### src/rtl/txd_pkg.sv
package txd_pkg;

    localparam int unsigned BIT_READY = 15;
    localparam int unsigned BIT_WRAP  = 13;
    localparam int unsigned BIT_EOF   = 11;
    localparam logic [15:0] OWN_CLEAR = 16'h7FFF;

    typedef enum logic [2:0] {
        ST_IDLE,
        ST_HDR,
        ST_PTR,
        ST_DATA,
        ST_FETCH,
        ST_FLUSH,
        ST_WB
    } txd_state_e;

    typedef struct packed {
        logic [15:0] flags;
        logic [15:0] len;
    } txd_hdr_t;

    // Most significant byte carries the lowest address.
    function automatic logic [7:0] lane_byte(input logic [31:0] w, input logic [1:0] lane);
        logic [7:0] b;
        case (lane)
            2'd0:    b = w[31:24];
            2'd1:    b = w[23:16];
            2'd2:    b = w[15:8];
            default: b = w[7:0];
        endcase
        return b;
    endfunction

endpackage

### src/rtl/txd_len_clamp.sv
module txd_len_clamp #(
    parameter int unsigned MAX_FRAME = 2032,
    parameter int unsigned FS_W      = 11
) (
    input  logic [FS_W-1:0] frame_bytes,
    input  logic [15:0]     req_len,
    output logic [15:0]     eff_len,
    output logic            cut
);
    logic [15:0] room;

    always_comb begin
        room    = 16'(MAX_FRAME) - 16'(frame_bytes);
        cut     = req_len > room;
        eff_len = cut ? room : req_len;
    end
endmodule

### src/rtl/txd_byte_out.sv
module txd_byte_out (
    input  logic       clk,
    input  logic       rst,
    input  logic       clear,
    input  logic       in_valid,
    input  logic [7:0] in_byte,
    output logic       in_ready,
    input  logic       flush_req,
    output logic       flush_done,
    output logic       tx_valid,
    output logic [7:0] tx_data,
    output logic       tx_last,
    input  logic       tx_ready
);
    logic       held_q;
    logic [7:0] byte_q;

    // A held byte leaves only once it is known whether another byte follows.
    assign tx_valid   = held_q && (in_valid || flush_req);
    assign tx_data    = byte_q;
    assign tx_last    = flush_req;
    assign in_ready   = !held_q || tx_ready;
    assign flush_done = flush_req && (!held_q || tx_ready);

    always_ff @(posedge clk) begin
        if (rst || clear) begin
            held_q <= 1'b0;
            byte_q <= 8'h00;
        end else if (in_valid && in_ready) begin
            held_q <= 1'b1;
            byte_q <= in_byte;
        end else if (flush_req && tx_ready) begin
            held_q <= 1'b0;
        end
    end

    assert_out_hold_R5: assert property (@(posedge clk) disable iff (rst)
        tx_valid && !tx_ready |=> tx_valid && $stable(tx_data) && $stable(tx_last));

    assert_one_source_R12: assert property (@(posedge clk) disable iff (rst)
        !(in_valid && flush_req));
endmodule

### src/rtl/txd_ring_engine.sv
module txd_ring_engine
    import txd_pkg::*;
#(
    parameter int unsigned AW        = 32,
    parameter int unsigned MAX_FRAME = 2032,
    parameter int unsigned MAX_DESC  = 1024
) (
    input  logic          clk,
    input  logic          rst,
    input  logic          tx_enable,
    input  logic          kick,
    input  logic          ring_base_we,
    input  logic [AW-1:0] ring_base_wdata,
    output logic          mem_valid,
    output logic          mem_we,
    output logic [AW-1:0] mem_addr,
    output logic [31:0]   mem_wdata,
    input  logic          mem_ready,
    input  logic [31:0]   mem_rdata,
    output logic          tx_valid,
    output logic [7:0]    tx_data,
    output logic          tx_last,
    input  logic          tx_ready,
    output logic          ev_buf_done,
    output logic          ev_frame_done,
    output logic          ev_babble
);
    localparam int unsigned FS_W = $clog2(MAX_FRAME + 1);
    localparam int unsigned DC_W = $clog2(MAX_DESC + 1);

    txd_state_e      state_q;
    logic [AW-1:0]   base_q, cur_q, baddr_q;
    txd_hdr_t        hdr_q;
    logic [15:0]     rem_q;
    logic [31:0]     word_q;
    logic            word_ok_q;
    logic [FS_W-1:0] fsize_q;
    logic [DC_W-1:0] dcnt_q;
    logic            cut_q;

    logic        start;
    logic [15:0] eff_len;
    logic        eff_cut;
    logic        in_valid, in_ready, flush_req, flush_done;
    logic [7:0]  in_byte;

    assign start = (state_q == ST_IDLE) && kick && tx_enable;

    txd_len_clamp #(.MAX_FRAME(MAX_FRAME), .FS_W(FS_W)) u_clamp (
        .frame_bytes (fsize_q),
        .req_len     (hdr_q.len),
        .eff_len     (eff_len),
        .cut         (eff_cut)
    );

    assign in_valid  = (state_q == ST_DATA) && word_ok_q && (rem_q != 16'd0);
    assign in_byte   = lane_byte(word_q, baddr_q[1:0]);
    assign flush_req = (state_q == ST_FLUSH);

    txd_byte_out u_out (
        .clk        (clk),
        .rst        (rst),
        .clear      (start),
        .in_valid   (in_valid),
        .in_byte    (in_byte),
        .in_ready   (in_ready),
        .flush_req  (flush_req),
        .flush_done (flush_done),
        .tx_valid   (tx_valid),
        .tx_data    (tx_data),
        .tx_last    (tx_last),
        .tx_ready   (tx_ready)
    );

    always_comb begin
        mem_valid = 1'b0;
        mem_we    = 1'b0;
        mem_addr  = '0;
        mem_wdata = {hdr_q.flags & OWN_CLEAR, hdr_q.len};
        case (state_q)
            ST_HDR:   begin mem_valid = 1'b1; mem_addr = cur_q; end
            ST_PTR:   begin mem_valid = 1'b1; mem_addr = cur_q + AW'(4); end
            ST_FETCH: begin mem_valid = 1'b1; mem_addr = {baddr_q[AW-1:2], 2'b00}; end
            ST_WB:    begin mem_valid = 1'b1; mem_we = 1'b1; mem_addr = cur_q; end
            default:  ;
        endcase
    end

    always_ff @(posedge clk) begin
        if (rst) begin
            state_q       <= ST_IDLE;
            base_q        <= '0;
            cur_q         <= '0;
            baddr_q       <= '0;
            hdr_q         <= '0;
            rem_q         <= '0;
            word_q        <= '0;
            word_ok_q     <= 1'b0;
            fsize_q       <= '0;
            dcnt_q        <= '0;
            cut_q         <= 1'b0;
            ev_buf_done   <= 1'b0;
            ev_frame_done <= 1'b0;
            ev_babble     <= 1'b0;
        end else begin
            ev_buf_done   <= 1'b0;
            ev_frame_done <= 1'b0;
            ev_babble     <= 1'b0;
            if (ring_base_we) begin
                base_q <= {ring_base_wdata[AW-1:2], 2'b00};
            end
            case (state_q)
                ST_IDLE: begin
                    if (start) begin
                        state_q <= ST_HDR;
                        dcnt_q  <= '0;
                        fsize_q <= '0;
                    end else if (ring_base_we) begin
                        cur_q <= {ring_base_wdata[AW-1:2], 2'b00};
                    end
                end
                ST_HDR: begin
                    if (mem_ready) begin
                        if (!mem_rdata[16 + BIT_READY]) begin
                            state_q <= ST_IDLE;
                        end else begin
                            hdr_q   <= txd_hdr_t'(mem_rdata);
                            state_q <= ST_PTR;
                        end
                    end
                end
                ST_PTR: begin
                    if (mem_ready) begin
                        baddr_q   <= mem_rdata[AW-1:0];
                        rem_q     <= eff_len;
                        cut_q     <= eff_cut;
                        fsize_q   <= fsize_q + FS_W'(eff_len);
                        word_ok_q <= 1'b0;
                        state_q   <= ST_DATA;
                    end
                end
                ST_DATA: begin
                    if (rem_q == 16'd0) begin
                        state_q <= hdr_q.flags[BIT_EOF] ? ST_FLUSH : ST_WB;
                    end else if (!word_ok_q) begin
                        state_q <= ST_FETCH;
                    end else if (in_ready) begin
                        baddr_q <= baddr_q + AW'(1);
                        rem_q   <= rem_q - 16'd1;
                        if (baddr_q[1:0] == 2'd3) begin
                            word_ok_q <= 1'b0;
                        end
                    end
                end
                ST_FETCH: begin
                    if (mem_ready) begin
                        word_q    <= mem_rdata;
                        word_ok_q <= 1'b1;
                        state_q   <= ST_DATA;
                    end
                end
                ST_FLUSH: begin
                    if (flush_done) begin
                        state_q <= ST_WB;
                    end
                end
                ST_WB: begin
                    if (mem_ready) begin
                        ev_buf_done   <= 1'b1;
                        ev_frame_done <= hdr_q.flags[BIT_EOF];
                        ev_babble     <= cut_q;
                        if (hdr_q.flags[BIT_EOF]) begin
                            fsize_q <= '0;
                        end
                        cur_q   <= hdr_q.flags[BIT_WRAP] ? base_q : cur_q + AW'(8);
                        dcnt_q  <= dcnt_q + 1'b1;
                        state_q <= (dcnt_q + 1'b1 == DC_W'(MAX_DESC)) ? ST_IDLE : ST_HDR;
                    end
                end
                default: state_q <= ST_IDLE;
            endcase
        end
    end

    // Checker: bytes accepted in the frame under way.
    logic [FS_W:0] seen_q;
    always_ff @(posedge clk) begin
        if (rst || start) begin
            seen_q <= '0;
        end else if (tx_valid && tx_ready) begin
            seen_q <= tx_last ? '0 : seen_q + 1'b1;
        end
    end

    assert_frame_cap_R9: assert property (@(posedge clk) disable iff (rst)
        seen_q <= (FS_W+1)'(MAX_FRAME));

    assert_req_hold_R3: assert property (@(posedge clk) disable iff (rst)
        mem_valid && !mem_ready |=> mem_valid && $stable(mem_addr) && $stable(mem_we) && $stable(mem_wdata));

    assert_aligned_R11: assert property (@(posedge clk) disable iff (rst)
        mem_valid |-> mem_addr[1:0] == 2'b00);

    assert_event_after_wb_R6: assert property (@(posedge clk) disable iff (rst)
        ev_buf_done |-> $past(mem_valid && mem_we && mem_ready));

    assert_pass_limit_R10: assert property (@(posedge clk) disable iff (rst)
        dcnt_q <= DC_W'(MAX_DESC));

    assert_idle_quiet_R2: assert property (@(posedge clk) disable iff (rst)
        (state_q == ST_IDLE) |-> !mem_valid && !tx_valid);
endmodule

### config.mk
export PLATFORM = sky130hd
export DESIGN_NAME = txd_ring_engine
export DESIGN_NICKNAME = d
export VERILOG_FILES = /design/src/rtl/txd_pkg.sv /design/src/rtl/txd_len_clamp.sv /design/src/rtl/txd_byte_out.sv /design/src/rtl/txd_ring_engine.sv
export SDC_FILE = /design/constraint.sdc
export NUM_CORES = 1
export LEC_CHECK = 0
export BUFFER_PORTS_ARGS = -buffer_cell sky130_fd_sc_hd__buf_4
export CAP_MARGIN = 10
export CORE_ASPECT_RATIO = 1.2
export CORE_MARGIN = 1
export CORE_UTILIZATION = 40
export CTS_CLUSTER_SIZE = 8
export DETAILED_ROUTE_END_ITERATION = 12
export GPL_TIMING_DRIVEN = 0
export PLACE_DENSITY = 0.65
export SLEW_MARGIN = 20
export SYNTH_ARGS = -nofsm -noshare
export SYNTH_HDL_FRONTEND = slang
export SYNTH_SLANG_ARGS = --single-unit
export TNS_END_PERCENT = 20
### constraint.sdc
create_clock -name clk -period 4.9 [get_ports clk]
set_input_delay 0.735 -clock clk [delete_from_list [all_inputs] [get_ports clk]]
set_output_delay 0.735 -clock clk [all_outputs]
set_load 0.1 [all_outputs]
* After elaboration in Yosys (flattened, before gate mapping)
Index checks and enable logic that the tools add are counted.
Storage, ports and cells: register bits 212, latch bits 0, memory bits (writable) 0, bits in read-only memories 0, bits of input ports 71, output and inout port bits 79, logic and storage cells 134, memories kept 0
Cells by class: add/subtract/negate cells 7, multipliers 0, div/mod/pow operators 0, order comparisons 1, equality and inequality tests 24, shift-type cells 0, multiplexer cells 48, bitwise operators 2, reductions and logical operators 35
Operators with widths (number):
- two-way mux 32 bit | 8
- case mux 32 bit (2 select lines) | 2
- case mux 32 bit (3 select lines) | 1
- two-way mux 16 bit | 5
- two-way mux 11 bit | 5
- case mux 11 bit (3 select lines) | 1
- adder 32 x 1 -> 32 bit (second input constant) | 1
- adder 32 x 3 -> 32 bit (second input constant) | 1
- adder 32 x 4 -> 32 bit (second input constant) | 1
- case mux 16 bit (2 select lines) | 1
- case mux 8 bit (3 select lines) | 1
- case mux 11 bit (2 select lines) | 1
- two-way mux 3 bit | 7
- != test 2 bit (second input constant) | 10
- case mux 3 bit (6 select lines) | 1
- greater-than comparator 16 bit | 1
- zero test 16 bit | 1
- nonzero test 16 bit | 1
- subtractor 16 x 1 -> 16 bit (second input constant) | 1
- two-way mux 1 bit | 12
- subtractor 11 x 11 -> 12 bit (first input constant) | 1
- adder 11 x 1 -> 11 bit (second input constant) | 1
- adder 11 bit | 1
- == test 11 bit (second input constant) | 1
- other kinds (25) | 51

* Depth between registers and ports, before layout
Gate-level depths: netlist (run 1).
word-level depth 6, gate-level depth with buffers 24

* By module
A second synthesis (run 1) with hierarchy kept.
Unflattened totals: cells, all modules 1736, area, all modules 12901.1 µm²
By module, submodules not included:
- txd_ring_engine | instances 1, cells an instance 1593, area an instance 11738.8 µm²
- txd_len_clamp | instances 1, cells an instance 100, area an instance 764.5 µm²
- txd_byte_out | instances 1, cells an instance 43, area an instance 397.9 µm²

* Least setup slack after synthesis (run 1)
Ideal clock, no wire load.
path type reg-to-output, start point reg cur_q[3], end point out mem_addr[15], arrival 4.762 ns, setup slack -0.597 ns, stages on the path, launching flop included 7, path buffers 0, cell sequence dfxtp_1 > ha_1 > nand4_1 > nor2_2 > and2_1 > nand3_1 > o311ai_0
On the way: word-level cells in the longest chain between the ends 2
Ends and longest elaborated chain:
- from (decl) | line txd_ring_engine.sv:32 | logic [AW-1:0] base_q, cur_q, baddr_q;
- from (signal assigned) | line txd_ring_engine.sv:119 | cur_q <= {ring_base_wdata[AW-1:2], 2'b00};
- from (signal assigned) | line txd_ring_engine.sv:175 | cur_q <= hdr_q.flags[BIT_WRAP] ? base_q : cur_q + AW'(8);
- adder 32 x 3 -> 32 bit | line txd_ring_engine.sv:82 | ST_PTR: begin mem_valid = 1'b1; mem_addr = cur_q + AW'(4); end
- case mux 32 bit (3 select lines) | line txd_ring_engine.sv:80 | case (state_q)
- to (decl) | line txd_ring_engine.sv:16 | output logic [AW-1:0] mem_addr,
Every way passes these cells.

* Worst setup path in the final report (run 1)
start point reg fsize_q[1], end point reg fsize_q[10]
On the way: word-level cells in the longest chain between the ends 6
Ends and longest elaborated chain:
- from (decl) | line txd_ring_engine.sv:37 | logic [FS_W-1:0] fsize_q;
- from (signal assigned) | line txd_ring_engine.sv:137 | fsize_q <= fsize_q + FS_W'(eff_len);
- subtractor 11 x 11 -> 12 bit | line txd_len_clamp.sv:13 | room = 16'(MAX_FRAME) - 16'(frame_bytes);
- greater-than comparator 16 bit | line txd_len_clamp.sv:14 | cut = req_len > room;
- two-way mux 16 bit | line txd_len_clamp.sv:15 | eff_len = cut ? room : req_len;
- adder 11 bit * | line txd_ring_engine.sv:137
- two-way mux 11 bit * | line txd_ring_engine.sv:133 | if (mem_ready) begin
- case mux 11 bit (3 select lines) * | line txd_ring_engine.sv:112 | case (state_q)
Every way passes the cells marked *; elsewhere a longest branch is shown, timed or not. The select of a mux whose other input is x is not followed. A chain may end at the register's enable or synchronous reset.

==> results of run 1 <==
[Yosys cell counts, types with 8 or more instances]
cell type,number
nand3_1,49
and2_1,10
nand2_1,307
nand2b_1,8
o311ai_0,8
nor3_1,38
buf_2,19
a222oi_1,8
o31ai_1,13
nor2b_1,8
buf_1,9
mux2_2,24
and3_1,17
or3_1,8
a22oi_1,36
a211oi_1,13
and4_1,8
nor2_1,201
xnor2_1,21
o211ai_1,16
o21ai_0,118
o21ai_1,13
mux2i_1,36
xor2_1,13
a31oi_1,12
dfxtp_1,210
nand4_1,22
nor4_1,12
ha_1,35
clkbuf_1,100
a21oi_1,200
inv_1,28
[power by group through the flow]
stage	clock network, uW	registers (uW)	logic, uW
after CTS	1850	1820	830
after global routing	1920	1830	907
after global placement	0	1860	816
final	1830	1830	865
after floorplan	0	1900	491
after detailed placement	0	1860	824
[cells by family (layout without fill, tap and decap cells)]
family | Yosys count | in the layout | share of synthesized area
compound gates | 508 | 508 | 0.2474
other cells | 1 | 3 | 0.0002959
flops | 210 | 210 | 0.3317
xor+xnor | 34 | 34 | 0.02350
fa+ha+maj | 36 | 36 | 0.03613
mux | 60 | 60 | 0.04976
buf+inv | 166 | 350 | 0.05460
simple gates | 723 | 724 | 0.2566
[registers in the layout, summed over array words and instances (netlist names)]
name,count
cur_q,30
rem_q,16
fsize_q,11
ev_frame_done,1
cut_q,1
ev_buf_done,1
state_q,3
ev_babble,1
base_q,30
mem_wdata,31
dcnt_q,11
u_out.held_q,1
u_out.tx_data,8
word_ok_q,1
word_q,32
baddr_q,32
[cell type report]
cell class	instances	area, sq um	area share
multi-input cells	1365	7891	0.5188
flip-flops and latches	210	4205	0.2765
repair buffers	152	1141	0.07502
clock buffers	30	750.7	0.04936
plain buffers	136	581.8	0.03825
well taps	401	501.7	0.03299
inverters	30	112.6	0.007404
clock inverters	2	25.02	0.001645
[repair_timing]
item,4_1_cts,5_1_grt
endpoints found under the hold margin,0,0
pin swaps,2,8
gates cloned,0,1
buffers inserted,2,8
resized for setup,8,17
setup endpoints to repair,2,5
[through the flow]
stage / instances / util
after global placement: 2283 / 0.4557
after detailed placement: 2283 / 0.4557
after CTS: 2317 / 0.4820
after floorplan: 1740 / -
after global routing: 2326 / 0.4864
final: 2326 / 0.4864
[tightest hold or removal path, cell delays in order]
cell and delay (ns):
buf_4 0.08, mux2i_1 0.06, nor2_1 0.07
[how the worst max path moves through the flow]
stage | start | endpoint | depth (start not counted)
2_1_floorplan | state_q[2] | mem_addr[13] | 5
3_3_place_gp | fsize_q[0] | fsize_q[10] | 21
3_5_place_dp | fsize_q[0] | fsize_q[10] | 21
4_1_cts | fsize_q[1] | fsize_q[10] | 24
5_1_grt | fsize_q[1] | fsize_q[9] | 22
6_report | fsize_q[1] | fsize_q[10] | 22
[routing by layer]
layer / up-vias / part of all wire / routed length [microns]
met3: 159 / 0.068 / 3468
met4: 0 / 0.058 / 2974
met5: - / 0 / 0
met2: 645 / 0.47 / 24230
met1: 6521 / 0.40 / 20490
li1: 6526 / - / -
==> key figures, run 1 <==
Worst setup path
  • R2R Setup Slk: around 0.17 ns
  • Worst EP required: between 5 and 6 ns
  • Worst Setup End Kind: flop
  • Slowest stage delay, CP: approximately 0.39 ns
  • Critical path's top delay family: simple AND/OR/NAND/NOR gates
  • Worst path cell trace: inv_2 -> ha_2 -> nor3b_4 -> nor2b_1 -> xnor2_1 -> inv_1 -> ha_1 -> nand2_1 -> nor4_4 -> buf_4 -> nand4_1 -> nand2_4 -> mux2_2 -> ha_1 -> nor2b_2 -> o21a_1 -> a311o_1 -> a31oi_4 -> o21ai_2 -> xor2_1 -> nand2_1 -> o211ai_1
  • Worst R2R Path Depth: 22
  • Worst reg2reg startpoint: fsize_q[1]
  • Critical Path Start Type: flop
  • Data arrival time of the worst path: roughly 5.2 ns
  • Worst r2r dst: fsize_q[10]
  • Worst Path Buf+Inv: 3
  • CP Class: reg2reg
  • Worst path slowest cell: mux2_2
  • Max FO, Critical Path: 5

Synth
  • Leading area contributor after synthesis: dfxtp_1
  • Area contributors post-synth: dfxtp_1 (33%), nand2_1 (9.1%), a21oi_1 (7.9%), nor2_1 (6.0%), o21ai_0 (4.7%)
  • Number of different library cells in the post-synthesis netlist: 82
  • Synth top area share: 0.3317
  • Mapped Avg Cell Area: approximately 7.3 sq um
  • Post-synth EDFFs: 0
  • Async SR Flop Fraction: 0
  • Instance count of the mapped netlist: around 1700
  • Top FF cell, synth: dfxtp_1
  • Area of the mapped netlist: roughly 0.013 sq mm
  • Post-synthesis sequential area ratio: 0.3317
  • Yosys reg bits: 210
  • Ys Warns: 0

Place
  • RD Place Congestion: roughly 0.95
  • Dpl ws: -0.3727 ns
  • Placed inst area: 0.01425 sq mm
  • Placed wire-length estimate: 38340 microns
  • I/O Buffers: 142

Drt
  • Via count: between 10000 and 15000
  • Detailed Route WL: 51160 microns
  • DRT Pass-1 Iters: 6
  • Drt drc: 0
  • Post-route ant nets: 0
  • WL per Instance: approximately 22 microns
  • DR vias/cell: around 6.0
  • DR iter-0 viols: 1403

Clock network
  • Cts bufs inserted: 30
  • Clock Root Buffer: clkbuf_16
  • Htree depth: 1
  • # hold bufs at CTS: 0
  • Clock Sink Count: 210
  • Clk Latency, worst-skew pair: approximately 0.56 ns
  • CTS clk-pin slew, worst paths: 0.05 ns
  • Clock tree buffer depth: 3
  • CTS tree: yes

STA
  • Worst Max-Slew Pin Slew: about 1.1 ns
  • Count of final hold-check violations: 0
  • Fin Setup TNS: 0 ns
  • Max Fclk: around 210 MHz
  • Clock period minus worst slack: between 4 and 5 ns
  • Hold slack: 0.4198 ns
  • Final period util: 0.9649
  • Clock skew: ~0.017 ns
  • Final Max Tran Viols: 0
  • Final setup viols: 0
  • RSZ-0062 raised after global routing: yes
  • Final worst-path setup slack: between 0.15 and 0.2 ns
  • Slew Limit Headroom: 0.2745

Floorplanning
  • Die height: 197.0 microns
  • Initial Utilization: 0.4053
  • Ports: 150
  • Cell row count: 71
  • Die width: roughly 160 microns
  • Core area: between 0.03 and 0.04 sq mm
  • Die ar.: ~0.032 sq mm

Global routing
  • Vias in the first global route: between 10000 and 15000
  • Met1 Resource Use GR: 0.3741
  • Global Route Usage Sum: 0.3093
  • Busiest grt layer: met2
  • Initial antenna violation count: 0
  • Total gr overflow: 0
  • GR Layer Usage met2: 0.5273
  • First-pass GRT wire length: around 76000 microns
  • Global Route met3 Usage: 0.03577
  • Largest net degree at the start of global routing: 16

Pwr
  • P per Cell Area: approximately 300 mW/mm^2
  • Switching power: 1443 uW
  • Logic pwr share: 0.191
  • Max IR drop VDD: around 0.25 mV
  • Seq pwr share: 0.404
  • Switching share of power: 0.3191
  • Total power: roughly 4500 uW
  • Clock share of power: 0.404
  • Leakage: ~0.0057 uW
  • P_int: around 3100 uW

Cells and area
  • Layout filler cell count: between 3000 and 4000
  • Layout cells sized above 1: 0.1501
  • Commonest non-fill, non-tap cell in the layout: nand2_1
  • Commonest cells after routing, fill and taps aside: nand2_1 (307), dfxtp_1 (209), nor2_1 (200), a21oi_1 (200), buf_4 (156)
  • # diodes: 0
  • Layout area overhead: 20.01%
  • Post-route cell area: 0.01521 sq mm
  • Nets: 2032

Hold path
  • Hold path cells: 3
  • Min-Delay Endpoint: base_q[11]
  • Hold crit path type: in2reg
  • Hold wc startpoint: ring_base_wdata[11]

Run status
  • Status: completed

Run
  • MaxCap Viol Count: 0
No activity file was read; power rests on OpenSTA's default activity.
==> inputs of run 2 (changes only) <==
--- a/config.mk
+++ b/config.mk
@@ -13,6 +13,7 @@
 export CTS_CLUSTER_SIZE = 8
 export DETAILED_ROUTE_END_ITERATION = 12
 export GPL_TIMING_DRIVEN = 0
+export MAX_ROUTING_LAYER = met4
 export PLACE_DENSITY = 0.65
 export SLEW_MARGIN = 20
 export SYNTH_ARGS = -nofsm -noshare
==> run 2 against run 1 <==
Net effect:
- clock skew grew 0.013 ns
- critical path depth grew 1
- non-clock buffer count shrank 2
- maximum frequency grew 1.2%
- routed wire length grew 0.82%
- total power grew 1.1%
- die area is the same
- via count grew 0.58%
- highest routed layer unchanged
==> key figures, run 2 (same netlist as run 1, synthesis figures left out) <==
Run status
  • Status: completed (unchanged)

Pwr
  • Switching power: 1458 uW (was 1443 uW)
  • Seq pwr share: 0.400 (was 0.404)
  • P_int: 3111 uW (was 3079 uW)
  • Max IR drop VDD: 0.2290 mV (was 0.2451 mV)
  • Logic pwr share: 0.186 (was 0.191)
  • Clock share of power: 0.414 (was 0.404)
  • Switching share of power: 0.3192 (was 0.3191)
  • Leakage: 0.005742 uW (was 0.005706 uW)
  • P per Cell Area: 300.1 mW/mm^2 (was 297.3 mW/mm^2)

Clock network
  • Clock tree buffer depth: 3 (unchanged)
  • Cts bufs inserted: 30 (unchanged)
  • CTS clk-pin slew, worst paths: 0.05 ns (about the same)
  • # hold bufs at CTS: 0 (unchanged)
  • Clock Sink Count: 210 (unchanged)
  • Htree depth: 1 (unchanged)
  • Clock Root Buffer: clkbuf_16 (unchanged)
  • CTS tree: yes (unchanged)
  • Clk Latency, worst-skew pair: 0.58 ns (was 0.56 ns)

Cells and area
  • Commonest cells after routing, fill and taps aside: nand2_1 (307), dfxtp_1 (207), nor2_1 (201) (was nand2_1 (307), dfxtp_1 (209), nor2_1 (200), a21oi_1 (200), buf_4 (156))
  • Layout cells sized above 1: 0.1470 (was 0.1501)
  • Multi-input logic area: 0.007874 sq mm (was 0.007891 sq mm)
  • Nets: 2029 (was 2032)
  • Layout filler cell count: 3186 (was 3195)
  • Sequential standard cell area: 0.004213 sq mm (was 0.004205 sq mm)
  • Post-route cell area: 0.01522 sq mm (was 0.01521 sq mm)
  • # diodes: 0 (unchanged)
  • Layout area overhead: 20.13% (was 20.01%)
  • Commonest non-fill, non-tap cell in the layout: nand2_1 (unchanged)
  • Final Util: 0.4869 (was 0.4864)

Worst setup path
  • Worst EP required: 5.39 ns (was 5.34 ns)
  • Worst Setup End Kind: flop (unchanged)
  • Max FO, Critical Path: 10 (was 5)
  • R2R Setup Slk: 0.23 ns (was 0.17 ns)
  • Critical Path Start Type: flop (unchanged)
  • Data arrival time of the worst path: 5.16 ns (about the same)
  • CP Class: reg2reg (unchanged)

Floorplanning
  • Die width: 164.5 microns (unchanged)
  • Die ar.: 0.03240 sq mm (unchanged)
  • Cell row count: 71 (unchanged)
  • Core area: 0.03127 sq mm (unchanged)
  • Die height: 197.0 microns (unchanged)
  • Ports: 150 (unchanged)
  • Initial Utilization: 0.4053 (unchanged)

Place
  • I/O Buffers: 142 (unchanged)
  • Placed inst area: 0.01425 sq mm (unchanged)
  • RD Place Congestion: 0.9765 (was 0.9539)
  • Placed wire-length estimate: 38920 microns (was 38340 microns)

STA
  • Final Max Tran Viols: 0 (unchanged)
  • Worst Max-Slew Pin Slew: 1.169 ns (was 1.088 ns)
  • Hold slack: 0.4060 ns (was 0.4198 ns)
  • Count of final hold-check violations: 0 (unchanged)
  • Final period util: 0.9532 (was 0.9649)
  • Final setup viols: 0 (unchanged)
  • Slew Limit Headroom: 0.2205 (was 0.2745)
  • Fin Setup TNS: 0 ns (unchanged)
  • Clock skew: 0.02984 ns (was 0.01671 ns)
  • Clock period minus worst slack: 4.671 ns (was 4.728 ns)
  • Max Fclk: 214.1 MHz (was 211.5 MHz)

Drt
  • Post-route ant nets: 0 (unchanged)
  • WL per Instance: 22.18 microns (was 22.00 microns)
  • Drt drc: 0 (unchanged)
  • DR iter-0 viols: 1399 (was 1403)
  • DRT Pass-1 Iters: 7 (was 6)
  • Via count: 13930 (was 13850)
  • Detailed Route WL: 51580 microns (was 51160 microns)
  • DR vias/cell: 5.990 (was 5.955)

Run
  • MaxCap Viol Count: 0 (unchanged)

Global routing
  • Total gr overflow: 0 (unchanged)
  • First-pass GRT wire length: 77330 microns (was 76240 microns)
  • Vias in the first global route: 13010 (was 12940)
  • Largest net degree at the start of global routing: 17 (was 16)
  • Global Route Usage Sum: 0.3230 (was 0.3093)
  • Initial antenna violation count: 0 (unchanged)

Hold path
  • Hold crit path type: in2reg (unchanged)
run 2: power by group through the flow:
| stage | clock (uW) | sequential, uW | combinational, uW |
|---|---|---|---|
| 2_1_floorplan | 0 | 1900 | 491 |
| 3_3_place_gp | 0 | 1860 | 819 |
| 3_5_place_dp | 0 | 1860 | 826 |
| 4_1_cts | 1910 | 1820 | 831 |
| 5_1_grt | 1970 | 1830 | 897 |
| 6_report | 1890 | 1830 | 851 |
run 2: path summary, 6_finish.rpt:
kind,to,cells past startpoint,from
worst min-delay path,base_q[5],3,ring_base_wdata[5]
worst min register to register,word_q[16],2,word_q[16]
worst max-delay path,fsize_q[10],23,fsize_q[0]
worst max register to register,fsize_q[10],23,fsize_q[0]
run 2: layer usage:
metal | vias up | share of wire | GRT usage
met5 | - | 0 | -
met3 | 153 | 0.071 | 0.04377
met4 | 0 | 0.055 | 0.1624
met2 | 653 | 0.48 | 0.5407
li1 | 6532 | - | -
met1 | 6594 | 0.39 | 0.3760
run 2: area by class of cell:
class	instances	area share
clock buffer	34	0.05161
sequential	210	0.2767
clock inverter	1	0.001972
inverter	30	0.007396
multi-input combinational	1364	0.5172
tap	401	0.03296
timing repair buffer	150	0.07396
buffer	136	0.03821
run 2: repair_timing:
| action | 4_1_cts | 5_1_grt |
|---|---|---|
| pin swaps | 2 | 10 |
| buffers inserted | 1 | 7 |
| resized for setup | 8 | 15 |
| setup endpoints to repair | 2 | 5 |
run 2: through the flow:
stage | setup slack [ns] | power [uW] | cells
after floorplan | -0.5005 | 2392 | 1740
after global placement | -0.2530 | 2677 | 2283
after detailed placement | -0.2650 | 2686 | 2283
after CTS | 0.005542 | 4568 | 2319
after global routing | -0.001216 | 4704 | 2326
final | 0.2292 | 4569 | 2326
run 2: critical path: stages, from the launching register on:
cell and delay, ns:
dfxtp_4 0.39, inv_1 0.09, ha_1 0.23, nor3b_4 0.17
nand4b_1 0.27, xnor2_2 0.20, ha_1 0.27, nand2_1 0.11
nor4_4 0.31, a21bo_2 0.28, nand3_2 0.11, nand2_4 0.12
mux2i_4 0.21, ha_1 0.19, inv_1 0.05, fa_1 0.41
nor2b_1 0.13, o21a_1 0.16, a311o_1 0.24, a31oi_2 0.14
o21ai_2 0.18, xor2_1 0.19, nand2_1 0.07, o211ai_1 0.08
==> inputs of run 3 (changes only) <==
--- a/config.mk
+++ b/config.mk
@@ -10,12 +10,13 @@
 export CORE_ASPECT_RATIO = 1.2
 export CORE_MARGIN = 1
 export CORE_UTILIZATION = 40
+export CTS_BUF_LIST = sky130_fd_sc_hd__clkbuf_8
 export CTS_CLUSTER_SIZE = 8
 export DETAILED_ROUTE_END_ITERATION = 12
 export GPL_TIMING_DRIVEN = 0
 export MAX_ROUTING_LAYER = met4
 export PLACE_DENSITY = 0.65
-export SLEW_MARGIN = 20
+export SLEW_MARGIN = 10
 export SYNTH_ARGS = -nofsm -noshare
 export SYNTH_HDL_FRONTEND = slang
 export SYNTH_SLANG_ARGS = --single-unit
==> run 3 against run 2 <==
Net effect:
- design area is 0.28% lower
- sequential power about the same
- register-to-register slack got worse by 0.03 ns
- critical endpoint unchanged
- sequential share of layout area increased by 0.077 points
- total power decreased by 3.3%
- maximum frequency is 0.59% lower
- flip-flop and latch count did not move
- routed wire length rose by 0.30%
- die area stayed put
- final cell count rose by 1.2%
- setup slack got worse by 0.028 ns
==> key figures, run 3 (same netlist as run 1, synthesis figures left out) <==
Run status
  • Status: completed (unchanged)

Run
  • MaxCap Viol Count: 0 (unchanged)

Clock network
  • Clock Root Buffer: clkbuf_8 (was clkbuf_16)
  • Htree depth: 2 (was 1)
  • Clock Sink Count: 210 (unchanged)
  • Clock tree buffer depth: 3 (unchanged)
  • Clk Latency, worst-skew pair: 0.58 ns (about the same)
  • # hold bufs at CTS: 0 (unchanged)
  • CTS tree: yes (unchanged)
  • Cts bufs inserted: 39 (was 30)
  • CTS clk-pin slew, worst paths: 0.06 ns (was 0.05 ns)

Worst setup path
  • Worst setup path startpoint: fsize_q[0] (unchanged)
  • CP Class: reg2reg (unchanged)
  • Data arrival time of the worst path: 5.19 ns (was 5.16 ns)
  • Worst Setup End Kind: flop (unchanged)
  • Worst R2R Path Depth: 23 (unchanged)
  • Worst EP required: 5.39 ns (about the same)
  • Critical Path Start Type: flop (unchanged)
  • Max FO, Critical Path: 10 (unchanged)
  • Worst reg2reg startpoint: fsize_q[0] (unchanged)
  • R2R Setup Slk: 0.20 ns (was 0.23 ns)

Drt
  • DR vias/cell: 5.912 (was 5.990)
  • Via count: 13910 (was 13930)
  • Detailed Route WL: 51740 microns (was 51580 microns)
  • Drt drc: 0 (unchanged)
  • WL per Instance: 21.99 microns (was 22.18 microns)
  • DR iter-0 viols: 1552 (was 1399)
  • Post-route ant nets: 0 (unchanged)
  • DRT Pass-1 Iters: 7 (unchanged)

Floorplanning
  • Die ar.: 0.03240 sq mm (unchanged)
  • Core area: 0.03127 sq mm (unchanged)
  • Cell row count: 71 (unchanged)
  • Ports: 150 (unchanged)
  • Initial Utilization: 0.4053 (unchanged)
  • Die height: 197.0 microns (unchanged)
  • Die width: 164.5 microns (unchanged)

STA
  • Hold slack: 0.4092 ns (was 0.4060 ns)
  • RSZ-0062 raised after global routing: no
  • Max Fclk: 212.8 MHz (was 214.1 MHz)
  • Final setup viols: 0 (unchanged)
  • Clock skew: 0.03257 ns (was 0.02984 ns)
  • Fin Setup TNS: 0 ns (unchanged)
  • Slew Limit Headroom: 0.1709 (was 0.2205)
  • Count of final hold-check violations: 0 (unchanged)
  • Final period util: 0.9589 (was 0.9532)
  • Final Max Tran Viols: 0 (unchanged)
  • Worst Max-Slew Pin Slew: 1.235 ns (was 1.169 ns)
  • Clock period minus worst slack: 4.699 ns (was 4.671 ns)

Pwr
  • P per Cell Area: 291.1 mW/mm^2 (was 300.1 mW/mm^2)
  • Switching share of power: 0.3347 (was 0.3192)
  • Logic pwr share: 0.193 (was 0.186)
  • Leakage: 0.005775 uW (was 0.005742 uW)
  • Seq pwr share: 0.413 (was 0.400)
  • Max IR drop VDD: 0.1829 mV (was 0.2290 mV)
  • Switching power: 1479 uW (was 1458 uW)
  • Clock share of power: 0.394 (was 0.414)
  • P_int: 2941 uW (was 3111 uW)
  • Total power: 4420 uW (was 4569 uW)

Global routing
  • Initial antenna violation count: 0 (unchanged)
  • Busiest grt layer: met2 (unchanged)
  • First-pass GRT wire length: 77580 microns (was 77330 microns)
  • Global Route met3 Usage: 0.04630 (was 0.04377)
  • Met1 Resource Use GR: 0.3763 (was 0.3760)
  • Largest net degree at the start of global routing: 13 (was 17)
  • Global Route Usage Sum: 0.3252 (was 0.3230)
  • Vias in the first global route: 13090 (was 13010)
  • GR Layer Usage met2: 0.5466 (was 0.5407)
  • Total gr overflow: 0 (unchanged)

Cells and area
  • Nets: 2038 (was 2029)
  • Final non-filler cell total: 2353 (was 2326)
  • Layout area overhead: 19.79% (was 20.13%)
  • Layout cells sized above 1: 0.1547 (was 0.1470)
  • Layout filler cell count: 3216 (was 3186)
  • Commonest cells after routing, fill and taps aside: nand2_1 (307), dfxtp_1 (207), nor2_1 (201) (unchanged)
  • Commonest non-fill, non-tap cell in the layout: nand2_1 (unchanged)
  • # diodes: 0 (unchanged)

Hold path
  • Hold crit path type: in2reg (unchanged)
  • Hold wc startpoint: ring_base_wdata[15] (was ring_base_wdata[5])
  • Hold path cells: 3 (unchanged)

Place
  • Inst Count DP: 2283 (unchanged)
  • I/O Buffers: 142 (unchanged)
  • Placed wire-length estimate: 38920 microns (unchanged)
  • RD Place Congestion: 0.9765 (unchanged)
## run 3: cell types whose count changed in the layout (fill, tap and decap cells not counted), moves of 2 or more
cell	before	now
clkbuf_8	2	48
clkbuf_16	30	0
inv_1	28	37
clkbuf_1	102	100
inv_8	0	2
## run 3: final cells by class
| class | count | area, sq um | share of cell area |
|---|---|---|---|
| Buffer | 136 | 581.8 | 0.03832 |
| Tap cell | 401 | 501.7 | 0.03305 |
| Clock buffer | 48 | 660.6 | 0.04351 |
| Timing Repair Buffer | 150 | 1126 | 0.07417 |
| Sequential cell | 210 | 4213 | 0.2775 |
| Multi-Input combinational cell | 1364 | 7879 | 0.5190 |
| Clock inverter | 14 | 107.6 | 0.007087 |
| Inverter | 30 | 112.6 | 0.007417 |
## run 3: power by group through the flow
stage	Combinational (uW)	Clock [uW]	Sequential, uW
after floorplan	491	0	1900
after global placement	819	0	1860
after detailed placement	826	0	1860
after CTS	832	1760	1820
after global routing	899	1830	1830
final	853	1740	1830
## run 3: repair_timing
| item | in CTS | in global routing |
|---|---|---|
| pin swaps | 2 | 9 |
| endpoints found under the setup margin | 2 | 5 |
| gates resized for setup | 8 | 17 |
| buffers inserted | 2 | 6 |
## run 3: worst paths after layout
kind	to
worst max register to register	fsize_q[10]
worst min register to register	mem_wdata[24]
worst min-delay path	base_q[15]
worst max-delay path	fsize_q[10]
## run 3: worst max-delay path, stage by stage, from the launching register on
cell and delay [ns]:
dfxtp_4 0.39, inv_1 0.09, ha_1 0.23, nor3b_4 0.17, nand4b_1 0.28, xnor2_2 0.20, ha_1 0.27, nand2_1 0.11
nor4_4 0.31, a21bo_2 0.28, nand3_2 0.11, nand2_4 0.12, mux2i_4 0.21, ha_1 0.19, inv_1 0.05, fa_1 0.41
nor2b_1 0.13, o21a_1 0.16, a311o_1 0.26, a31oi_4 0.12, o21ai_2 0.17, xor2_1 0.19, nand2_1 0.07, o211ai_1 0.08
## run 3: per-stage QoR
stage / instance area (sq um) / util / worst slack [ns]
5_1_grt: 15180 / 0.4855 / 0.01135
6_report: 15180 / 0.4855 / 0.2015
3_5_place_dp: 14250 / 0.4557 / -0.2650
3_3_place_gp: 14250 / 0.4557 / -0.2530
4_1_cts: 15070 / 0.4818 / 0.02954
2_1_floorplan: 12680 / - / -0.5005
## run 3: layer usage
layer,routed length (microns),vias up
met3,3687,137
met2,25000,630
met5,0,-
met1,20520,6584
li1,-,6561
met4,2532,0
